--- config.mk ---
export PLATFORM = sky130hd
export DESIGN_NAME = star_bist_seq
export DESIGN_NICKNAME = d
export VERILOG_FILES = /design/src/rtl/star_bist_seq.sv
export SDC_FILE = /design/constraint.sdc
export NUM_CORES = 1
export LEC_CHECK = 0
export BUFFER_PORTS_ARGS = -buffer_cell sky130_fd_sc_hd__buf_4
export CAP_MARGIN = 20
export CORE_MARGIN = 1.5
export CORE_UTILIZATION = 28
export DETAILED_ROUTE_END_ITERATION = 8
export SYNTH_ARGS = -nofsm -noshare
export SYNTH_HDL_FRONTEND = slang
export SYNTH_SLANG_ARGS = --single-unit
--- constraint.sdc ---
create_clock -name clk -period 4.3 [get_ports clk]
set_input_delay 0.86 -clock clk [delete_from_list [all_inputs] [get_ports clk]]
set_output_delay 0.86 -clock clk [all_outputs]
set_load 0.03 [all_outputs]
--- src/rtl/star_bist_seq.sv ---
module star_bist_seq #(
  parameter int CHAIN_LEN  = 16,
  parameter int CHILD_BITS = 4
) (
  input  logic clk,
  input  logic rst_n,
  input  logic start,
  input  logic flip_in,
  output logic scan_en,
  output logic scan_in,
  output logic capture_en,
  output logic child_en,
  output logic done
);
  localparam int SW = $clog2(CHAIN_LEN + 1);
  localparam int PW = CHILD_BITS + 2;

  typedef enum logic [2:0] {IDLE, LOAD, SHIFT, CAPT, FIN} st_t;

  st_t           st;
  logic [SW-1:0] sc;
  logic [PW-1:0] pc;

  wire [1:0] centre = pc[PW-1 -: 2];
  wire       wave   = (sc[1:0] != centre);

  assign scan_en    = (st == SHIFT);
  assign capture_en = (st == CAPT);
  assign done       = (st == FIN);
  assign child_en   = |pc[CHILD_BITS-1:0];
  assign scan_in    = scan_en & (wave ^ (flip_in & child_en));

  always_ff @(posedge clk) begin
    if (!rst_n) begin
      st <= IDLE;
      sc <= '0;
      pc <= '0;
    end else begin
      case (st)
        IDLE, FIN: if (start) begin
          st <= LOAD;
          pc <= '0;
        end
        LOAD: begin
          sc <= SW'(CHAIN_LEN);
          st <= SHIFT;
        end
        SHIFT: begin
          sc <= sc - 1'b1;
          if (sc == SW'(1)) st <= CAPT;
        end
        CAPT: begin
          pc <= pc + 1'b1;
          st <= (&pc) ? FIN : LOAD;
        end
        default: st <= IDLE;
      endcase
    end
  end

  assert_shift_step_R2: assert property (@(posedge clk) disable iff (!rst_n)
    (st == SHIFT && $past(st) == SHIFT) |-> sc == $past(sc) - 1'b1);

  assert_single_capture_R5: assert property (@(posedge clk) disable iff (!rst_n)
    capture_en |=> !capture_en);

  assert_capture_not_shift_R5: assert property (@(posedge clk) disable iff (!rst_n)
    !(capture_en && scan_en));

  assert_centre_unflipped_R6: assert property (@(posedge clk) disable iff (!rst_n)
    (capture_en && &pc[CHILD_BITS-1:0]) |=> !child_en);

  assert_done_holds_R7: assert property (@(posedge clk) disable iff (!rst_n)
    (done && !start) |=> done);

  assert_busy_ignores_start_R9: assert property (@(posedge clk) disable iff (!rst_n)
    (scan_en && start && !$past(capture_en)) |=> (scan_en || capture_en));
endmodule

==> impl_metrics.ini, run 1 <==
[status]
status = completed

[clock_tree]
cts_max_path_buffers = 2
post_cts_resized = 0
cts_setup_buffers = 0
cts_tree = done
cts_root_buffer = clkbuf_4
hold_buffers = 0
cts-buffers-inserted = 3
clk_latency_ps = 270
path_clk_slew_ps = 90
clkSinkCount = 14
cts_max_level = 1

[logic_synthesis]
synth-compound-area-share_pct = 23.5
synth_top_family_by_area = simple AND/OR/NAND/NOR gates
syn_area_per_cell_sq_um = 8.25
synthMuxAreaShare_pct = 0
synth_edf_count = 0
yosys-top-cells-area = dfxtp_1 32%, ha_1 5.7%, a21oi_1 5.2%
syn_area_sq_um = 875
synth.top_cell.area_share_pct = 32.0
synth_xor_area_share_pct = 3.00
yosys_warnings = 0
async_flop_share_pct = 0
synth_cells = 106
yosysMostFrequentCell = dfxtp_1
ys_seq_elements = 14
yosysTopAreaCell = dfxtp_1
synth-simple-area-share_pct = 29.0
synth_ff_type = dfxtp_1
netlist_top_cells_count = 14 x dfxtp_1, 9 x a21oi_1, 8 x nand2_1, 6 x inv_1, 6 x nand3_1
yosys.area_share.adder_pct = 5.72
synth_cell_type_count = 39
syn_nets = 114
ys_seq_area_share_pct = 32.0

[route]
wl_um = 1890
vias = 803
drtIter0Drc = 15
drc = 0
drtAntennaViolNets = 0
first_pass_iters = 4
viasPerCell = 5.54
post_drt_wl_per_cell_um = 13.0

[timing]
slew_headroom_pct = 56.3
rsz0062_at_grt = false
setup_viol = 0
period_share_pct = 63.8
worst_pin_slew_ps = 654
tns_ps = 0
period_needed_ps = 2740
skew_ps = 2.30
finalWorstSetupSlack_ps = 1560
maxSlewViolCount = 0
fmax_mhz = 364
finalHoldViolations = 0

[die]
pin_count = 9
rows = 20
start_util_pct = 29.1
die_area_sq_um = 3470
die_w_um = 58.9
fp.coreArea_sq_um = 3000
die_h_um = 58.9

[min_path]
hold_class = flop to flop

[cells_and_area]
multiInputGateArea_sq_um = 536
nets = 121
fill_cells = 335
final_layout_size_suffix_gt1_share_pct = 15.2
diodes = 0
areaGrowthSynthToFinish_pct = 12.0
seqCellArea_sq_um = 280

[place]
hpwl_um = 1380
place_ws_ps = 1870
gp_congestion = 0.747
numPortBuffers = 8

[global_routing]
gr-total-overflow = 0
grt_max_degree = 22
grt_pass1_wl_um = 3110
grt_usage_pct = 11.6
grt_antenna_before_repair = 0
grt_pass1_vias = 733

[worst_setup_path]
ff2ff_setup_slack_ps = 2490
r2r_cells = 3
path_buf_inv = 2
crit_path_max_fanout = 6
critPathMaxStageDelay_ps = 380
startpoint_type = flop
startpoint = pc[0]
crit_required_ps = 3440
r2r_end = pc[5]
critPathCaptureType = primary output
crit_path_top_delay_cell = or3b_4
path_cells = inv_1 -> ha_1 -> or3b_4 -> a211o_1 -> and3_1 -> buf_4
critPathKind = flop to primary output
crit_family = simple AND/OR/NAND/NOR gates
worstPathArrival_ps = 1880
reg2reg_from = st[1]
crit_path_end = scan_in
cp.depth = 6

[pwr]
p_leak_nw = 0.347
p_per_area_nw_per_um2 = 379
irDropWorstVdd_v = 0.0000768

[job]
cap_violations = 0
[cells by family (layout without fill, tap and decap cells)]
| group | after synthesis | in the layout |
|---|---|---|
| adders and majority gates | 4 | 4 |
| xor gates and xnor gates | 3 | 3 |
| AOI/OAI and AO/OA | 29 | 29 |
| and+or+nand+nor | 43 | 43 |
| buffers and inverters | 13 | 19 |
| DFF | 14 | 14 |
[per-stage QoR]
step	area (sq um)	util [%]	power [mW]	cells	hold slack, ps
2_1_floorplan	875	-	0.254	106	494
3_3_place_gp	943	31.4	0.275	141	510
3_5_place_dp	943	31.4	0.280	141	531
4_1_cts	980	32.6	0.375	145	546
5_1_grt	980	32.6	0.396	145	567
6_report	980	32.6	0.371	145	544
[metal layers]
layer | share of wire [%] | vias to the layer above | track usage [%]
met3 | 2.5 | 2 | 1.54
li1 | - | 405 | -
met2 | 48 | 13 | 19.7
met1 | 48 | 383 | 14.4
met4 | 1.4 | 0 | 5.84
met5 | 0 | - | 0
[power by group]
part / internal (mW) / switching, mW
clock: 0.0514 / 0.0428
combinational: 0.0509 / 0.0493
sequential: 0.144 / 0.0328
total: 0.246 / 0.125
[registers in the layout, indices dropped and copies added, names as in the netlist]
register  cells
pc            6
st            3
sc            5
[how the worst min path moves through the flow]
| stage | from | to | slack [ps] | cells past startpoint |
|---|---|---|---|---|
| 2_1_floorplan | sc[4] | sc[4] | 490 | 1 |
| 3_3_place_gp | pc[0] | pc[0] | 510 | 2 |
| 3_5_place_dp | pc[5] | pc[5] | 530 | 2 |
| 4_1_cts | pc[5] | pc[5] | 550 | 2 |
| 5_1_grt | sc[4] | sc[4] | 570 | 1 |
| 6_report | sc[4] | sc[4] | 540 | 1 |
[layout make-up]
type	instances	area share, %
inverter	7	2.68
multi-input combinational	79	54.7
timing repair buffer	8	6.13
tap	33	4.21
clock buffer	4	3.70
sequential	14	28.6
[cells in the final DEF, fill, tap and decap left out, types with 2 or more instances in the layout]
cell type  netlist  final
nand3_1          6      6
a41oi_1          2      2
buf_4            0      8
o21a_1           3      3
or3b_2           3      3
a311oi_1         3      3
nand2_1          8      8
nand2b_1         5      5
and2_1           2      2
a21oi_1          9      9
nor3_1           4      4
nor2_1           4      4
clkbuf_4         0      3
nor4b_1          2      2
o21ai_0          2      2
o221ai_1         2      2
ha_1             4      4
xor2_1           2      2
dfxtp_1         14     14
o211ai_1         2      2
inv_1            6      6
(Power assumes the default switching activity.)
==> run 2: changes to the inputs <==
clock period = 2.7 ns   (was 4.3 ns; I/O delays follow)
==> run 2 against run 1 <==
Against the previous run:
- worst hold slack lost 50 ps
- total power is 50% higher
- clock skew grew 6.2 ps
- first-iteration DRC count is 60% higher
- sequential power grew 58%
- global-route usage grew 0.051 points
- routed wire length is 5.9% lower
- critical path depth did not move
- register-to-register slack lost 1500 ps
- cell area is 1.4% lower
- critical endpoint unchanged
==> impl_metrics.ini, run 2 (synthesis results as in run 1) <==
[place]
gp_congestion = 0.788
numPortBuffers = 8
hpwl_um = 1330
placed_cell_area_sq_um = 943

[pwr]
p_total_mw = 0.557
irDropWorstVdd_v = 0.000188
p_per_area_nw_per_um2 = 577
p_leak_nw = 0.340

[clock_tree]
cts_max_level = 1
clkSinkCount = 14
cts_max_path_buffers = 2
cts_setup_buffers = 0
post_cts_resized = 0
path_clk_slew_ps = 90
cts_root_buffer = clkbuf_4
cts_tree = done
clk_latency_ps = 290
hold_buffers = 0
cts-buffers-inserted = 3

[die]
die_w_um = 58.9
start_util_pct = 29.1
fp.coreArea_sq_um = 3000
die_h_um = 58.9
pin_count = 9
rows = 20
die_area_sq_um = 3470

[worst_setup_path]
critPathKind = flop to primary output
ff2ff_setup_slack_ps = 980
reg2reg_from = st[1]
crit_path_max_fanout = 6
worstPathArrival_ps = 1870
crit_path_end = scan_in
critPathCaptureType = primary output
crit_required_ps = 2160
r2r_cells = 3
startpoint = pc[0]
startpoint_type = flop
r2r_end = pc[5]

[global_routing]
grt_usage_pct = 11.7
grt_pass1_vias = 721
grt_pass1_wl_um = 3080
grt_antenna_before_repair = 0
grt_max_degree = 22
gr-total-overflow = 0

[cells_and_area]
nets = 121
largest-register = pc
reg.largest.list = pc (6), sc (5), st (3)
final_layout_size_suffix_gt1_share_pct = 14.4
fin_area_sq_um = 966
final_cell_mix = 14 x dfxtp_1, 9 x a21oi_1, 8 x nand2_1, 8 x buf_4
largest_reg_flops = 6
diodes = 0
areaGrowthSynthToFinish_pct = 10.4
layout_commonest_cell = dfxtp_1

[timing]
tns_ps = 0
hold_slack_ps = 493
skew_ps = 8.48
rsz0062_at_grt = false
period_needed_ps = 2410
worst_pin_slew_ps = 607
setup_viol = 0
fmax_mhz = 415
slew_headroom_pct = 59.5
maxSlewViolCount = 0
finalHoldViolations = 0
period_share_pct = 89.3

[route]
first_pass_iters = 5
drtAntennaViolNets = 0
wl_um = 1780
viasPerCell = 5.53
post_drt_wl_per_cell_um = 12.3
vias = 796
drc = 0
drtIter0Drc = 24

[status]
status = completed

[job]
cap_violations = 0

[min_path]
hold_class = input port to flop
-- run 2: worst max-delay path: stages, from the launching register on --
cell	delay, ps
dfxtp_1	360
inv_1	90
ha_1	140
or3b_4	380
a211o_1	290
and3_1	170
buf_4	160
-- run 2: how the worst min path moves through the flow --
| stage | endpoint | start | cells after the start | slack, ps |
|---|---|---|---|---|
| after floorplan | sc[4] | sc[4] | 1 | 490 |
| after global placement | pc[0] | pc[0] | 2 | 510 |
| after detailed placement | pc[0] | pc[0] | 2 | 520 |
| after CTS | sc[1] | rst_n | 2 | 490 |
| after global routing | sc[1] | rst_n | 2 | 490 |
| final | sc[1] | rst_n | 2 | 490 |
-- run 2: routing by layer --
metal  share of wire, %  global-route usage, %
met1                 46                   14.0
met2                 48                   19.0
met4                1.7                   7.79
met5                  0                      0
met3                3.8                   1.98
-- run 2: area by class of cell --
class | count | area [sq um]
flip-flops and latches | 14 | 280
fillers | 310 | 2040
well taps | 33 | 41.3
repair buffers | 8 | 60.1
multi-input cells | 79 | 536
clock buffers | 3 | 22.5
inverters | 7 | 26.3
-- run 2: power breakdown --
part	internal [mW]	switching [mW]	leakage, nW
sequential	0.229	0.0504	0.114
combinational	0.0812	0.0766	0.212
clock	0.0519	0.0681	0.0138
-- run 2: metrics by stage --
| step | std cells | utilization, % | setup slack (ps) |
|---|---|---|---|
| after floorplan | 106 | - | 622 |
| after global placement | 141 | 31.4 | 626 |
| after detailed placement | 141 | 31.4 | 598 |
| after CTS | 144 | 32.2 | 279 |
| after global routing | 144 | 32.2 | 162 |
| final | 144 | 32.2 | 289 |
